[config.mk]
export PLATFORM = sky130hd
export DESIGN_NAME = audio_rate_divider
export DESIGN_NICKNAME = d
export VERILOG_FILES = /design/src/rtl/audrate_pkg.sv /design/src/rtl/aud_low_counter.sv /design/src/rtl/aud_ovf_bit.sv /design/src/rtl/audio_rate_divider.sv
export SDC_FILE = /design/constraint.sdc
export NUM_CORES = 1
export LEC_CHECK = 0
export BUFFER_PORTS_ARGS = -buffer_cell sky130_fd_sc_hd__buf_2
export CORE_MARGIN = 1.5
export CORE_UTILIZATION = 26
export CTS_BUF_LIST = sky130_fd_sc_hd__clkbuf_8
export DETAILED_ROUTE_END_ITERATION = 10
export PLACE_DENSITY = 0.52
export REMOVE_ABC_BUFFERS = 1
export SLEW_MARGIN = 20
export SYNTH_ARGS = -nofsm -noshare
export SYNTH_HDL_FRONTEND = slang
export SYNTH_SLANG_ARGS = --single-unit
[constraint.sdc]
create_clock -name clk -period 1.2 [get_ports clk]
set_clock_uncertainty 0.05 [all_clocks]
set_input_delay 0.24 -clock clk [delete_from_list [all_inputs] [get_ports clk]]
set_output_delay 0.24 -clock clk [all_outputs]
set_load 0.005 [all_outputs]
[src/rtl/audrate_pkg.sv]
// Package: audrate_pkg
// Shared helpers for the audio rate divider. It computes the reload value
// from the counter width and the wanted period.
// Assumes 2 <= period <= 2**cnt_w, so the reload value fits the regular
// counter bits and the extra bit is always reloaded to 0.
package audrate_pkg;

    // Reload value: the count runs preset .. 2**cnt_w inclusive, which is
    // (2**cnt_w + 1 - preset) states.
    function automatic int preset_for(int cnt_w, int period);
        return (1 << cnt_w) + 1 - period;
    endfunction

    // Cycles from reload until the top regular bit first goes high.
    function automatic int msb_delay_for(int cnt_w, int period);
        return (1 << (cnt_w - 1)) - preset_for(cnt_w, period);
    endfunction

endpackage

[src/rtl/aud_low_counter.sv]
// Module: aud_low_counter
// Regular part of the divider counter: a CNT_W-bit synchronous up-counter
// with a synchronous load. It exports its carry-out (all bits set) and its
// top bit.
// Assumes that load is a registered or reset-qualified signal of the same
// clock domain.
module aud_low_counter #(
    parameter int CNT_W  = 12,
    parameter int PRESET = 1868
) (
    input  logic clk,
    input  logic load,
    output logic carry_out,
    output logic msb
);
    localparam logic [CNT_W-1:0] LOAD_VAL = CNT_W'(PRESET);

    logic [CNT_W-1:0] cnt;

    // Count up by one each clock, or take the reload value.
    always_ff @(posedge clk) begin
        if (load) begin
            cnt <= LOAD_VAL;
        end else begin
            cnt <= cnt + 1'b1;
        end
    end

    // The carry out of the incrementer: the next step wraps to zero.
    always_comb begin
        carry_out = &cnt;
        msb       = cnt[CNT_W-1];
    end
endmodule

[src/rtl/aud_ovf_bit.sv]
// Module: aud_ovf_bit
// Extra counter bit above the regular counter. It registers the carry-out,
// so it is high for the single cycle after the regular bits wrap.
// Assumes that load is asserted whenever this bit is high, so it can never
// stay high for two cycles.
module aud_ovf_bit (
    input  logic clk,
    input  logic load,
    input  logic carry_in,
    output logic ovf
);
    // Capture the wrap; on reload the preset puts a zero in this bit.
    always_ff @(posedge clk) begin
        if (load) begin
            ovf <= 1'b0;
        end else begin
            ovf <= carry_in;
        end
    end
endmodule

[src/rtl/audio_rate_divider.sv]
// Module: audio_rate_divider
// Divides clk by PERIOD. It uses a CNT_W-bit counter plus an overflow bit.
// The overflow bit triggers a synchronous reload of the preset, so no
// equality compare against the divisor is built.
// Outputs: a one-cycle strobe (the overflow bit) and a long-high rate
// signal (the top regular bit).
// Assumes 2 <= PERIOD <= 2**CNT_W and a synchronous active-low reset.
module audio_rate_divider #(
    parameter int CNT_W  = 12,
    parameter int PERIOD = 2229
) (
    input  logic clk,
    input  logic rst_n,
    output logic sample_strobe,
    output logic rate_clk
);
    import audrate_pkg::*;

    localparam int PRESET = preset_for(CNT_W, PERIOD);

    logic load;
    logic carry;
    logic ovf;
    logic msb;

    // Reload on reset or when the overflow state has been reached.
    always_comb begin
        load = !rst_n || ovf;
    end

    aud_low_counter #(
        .CNT_W (CNT_W),
        .PRESET(PRESET)
    ) u_low (
        .clk      (clk),
        .load     (load),
        .carry_out(carry),
        .msb      (msb)
    );

    aud_ovf_bit u_ovf (
        .clk     (clk),
        .load    (load),
        .carry_in(carry),
        .ovf     (ovf)
    );

    // Both outputs are register bits brought out directly.
    always_comb begin
        sample_strobe = ovf;
        rate_clk      = msb;
    end
endmodule

==> summary.md <==
| Metric | Value |
|---|---|
| Pleak | 0.294 nW |
| Max Clk Rate | 0.834 GHz |
| Worst vdd ir | 0.000916 V |
| Max Fanout on Critical Path | 5 |
| Worst-margin pin slew | 0.244 ns |
| Antenna diodes | 0 |
| Pre-antenna DRT Iters | 4 |
| Hold-critical path depth | 3 |
| Slew margin rel. | 83.8% |
| Final #Nets | 81 |
| Crit path kind | flip-flop to flip-flop |
| Final Hold Violating Endpoints | 0 |
| Clock group share of total power | 41.6% |
| Core area | 0.00196 mm² |
| Final Max Slew Viols | 0 |
| Via count | 496 |
| Crit path time final | 1.20 ns |
| Initial antenna violation count | 0 |
| Total CTS buffers | 3 |
| Ratio of cells with drive above 1 in the final layout | 45.5% |
| Vias in the first global route | 467 |
| GR Util All Layers | 11.8% |
| Hold Worst Slack | 0.343 ns |
| Worst R2R Path Depth | 3 |
| HPWL after detailed placement | 822 µm |
| CP Capture Type | flip-flop |
| Setup violators final | 0 |
| CTS tree | built |
| Initial Util | 27.8% |
| Largest net degree at the start of global routing | 10 |
| Post-synth cell types | 23 |
| Hold Crit Endpoint | u_low.cnt[0] |
| Port bufs | 3 |
| Net Switching | 0.199 mW |
| DR iter-0 viols | 8 |
| FF-to-FF End | u_low.cnt[9] |
| Reg clk slew, reported paths | 0.05 ns |
| Mapped cell area | 546 µm² |
| Clock buffer depth | 2 |
| H-tree depth | 1 |
| Worst Min Path Start | rst_n |
| Sw frac | 22.1% |
| Mapped Cells | 56 |
| Seq pwr share | 51.1% |
| Clock Latency Late Sink | 0.24 ns |
| Die width | 48.8 µm |
| RSZ-0062 raised after global routing | yes |
| Max-Cap Viols | 0 |
| Sink Count | 13 |
| Reg2Reg Setup Slack | 0.0005 ns |
| Critical path arrival | 1.33 ns |
| Final period util | 100% |
| P&R area growth vs syn | 44.7% |
| Pwr Density | 1140 mW/mm² |
| Post-layout util | 40.2% |
| Seq cells post-synth | 13 |
| IO Count | 4 |
| Routed Antenna Nets | 0 |
| Sequential share of the synthesized area | 47.7% |
| Status | completed |
| DRC | 0 |
| Critical Path RT | 1.33 ns |
| Avg Vias per Cell | 4.77 |
| GPL Wtd Cong | 0.745 |
| Die height | 48.8 µm |
| Power share of the combinational group | 7.3% |
| Row count | 16 |
| Total gr overflow | 0 |
| Average size of a mapped cell | 9.74 µm² |
| Yosys warning count | 0 |
| HP Class | primary input to flip-flop |
| Root Driver | clkbuf_8 |
| DRT Wirelength | 1200 µm |
| Startpoint types | flip-flop |
| Die area | 0.00238 mm² |
| First-pass GRT wire length | 2060 µm |
| FF-to-FF Start | u_low.cnt[5] |
| Avg WL per Cell | 11.5 µm |
| Internal power | 0.702 mW |
cell families after synthesis:
kind of cell    Yosys count  synth area share (%)
simple gates             26                  31.9
compound gates           14                  14.9
flops                    13                  47.7
xor+xnor                  2                  3.21
fa+ha+maj                 1                  2.29
layout make-up:
type                    instances  area [µm²]
repair buffers                 17         124
clock inverters                 1        3.75
well taps                      27        33.8
multi-input cells              43         314
clock buffers                   3        41.3
fillers                       218        1170
flip-flops and latches         13         273
worst max-delay path: stages (launching register included):
cell	delay, ns
dfxtp_2	0.35
nand4_4	0.13
or4_1	0.54
nand3_1	0.07
power by group through the flow:
stage	logic (mW)	registers [mW]	clock network, mW
global placement	0.0595	0.466	0
detailed placement	0.0596	0.467	0
floorplan	0.0295	0.469	0
global route	0.0748	0.462	0.407
CTS	0.0627	0.460	0.384
finish	0.0656	0.461	0.375
registers in the layout (all words and copies together), names as in the netlist:
signal and cells:
u_low.cnt 12, u_ovf.ovf 1
cell usage in the layout, fill, tap and decap left out, types with 2 or more instances in the layout:
master	synthesis	routed
nand3_1	2	2
or3_1	2	2
and3_1	2	2
xor2_1	2	2
clkbuf_8	0	3
o31ai_1	2	2
a31oi_1	2	2
buf_4	0	13
buf_2	0	3
dfxtp_1	13	5
a21oi_1	3	3
nor2_1	4	4
o21ai_0	6	5
nand2_1	4	4
or4_1	2	2
dfxtp_2	0	7
synth_stat cells:
cell / count / area [µm²]
nand3_1: 2 / 10.0
nor2_1: 4 / 15.0
nand4_1: 1 / 6.26
or4_1: 2 / 15.0
nor3_1: 1 / 5.00
and3_1: 2 / 12.5
or3_1: 2 / 12.5
nand3_4: 1 / 17.5
nor2b_1: 1 / 6.26
and4_1: 1 / 8.76
a41oi_1: 1 / 8.76
ha_1: 1 / 12.5
a31oi_1: 2 / 12.5
o31ai_1: 2 / 15.0
and2_1: 2 / 12.5
nand4_4: 1 / 21.3
a21oi_1: 3 / 15.0
nand2b_1: 1 / 6.26
xor2_1: 2 / 17.5
dfxtp_1: 13 / 260
o21ai_0: 6 / 30.0
and4_2: 1 / 10.0
nand2_1: 4 / 15.0
layer usage:
layer | wire, µm | GRT usage [%]
met1 | 518 | 13.3
met2 | 615 | 18.9
met3 | 36 | 4.60
met4 | 27 | 7.14
met5 | 0 | 0
how the worst max path moves through the flow:
stage	from	end	slack, ns	depth (start not counted)
finish	u_low.cnt[5]	u_low.cnt[9]	0.0005	3
global placement	u_low.cnt[0]	u_low.cnt[6]	-0.06	4
CTS	u_low.cnt[8]	u_low.cnt[11]	-0.008	3
detailed placement	u_low.cnt[0]	u_low.cnt[6]	-0.06	4
floorplan	u_low.cnt[3]	u_low.cnt[11]	-0.12	3
global route	u_low.cnt[8]	u_low.cnt[11]	-0.06	3
per-stage QoR:
step	area, µm²	instances	setup WS [ns]	setup TNS (ns)	total power, mW
floorplan	546	56	-0.118	-0.179	0.499
global placement	684	98	-0.0567	-0.168	0.526
detailed placement	684	98	-0.0619	-0.215	0.526
CTS	754	103	-0.00778	-0.00778	0.907
global route	790	104	-0.0583	-0.117	0.944
finish	790	104	0.000464	0	0.902
what timing repair did:
action | CTS | global route
hold buffers | 0 | 0
endpoints found under the hold margin | 0 | 0
setup buffers | 1 | 1
resized for setup | 11 | 7
pin swaps | 5 | 3
setup endpoints to repair | 7 | 8
Note: power is estimated with default switching activity, not from simulation.
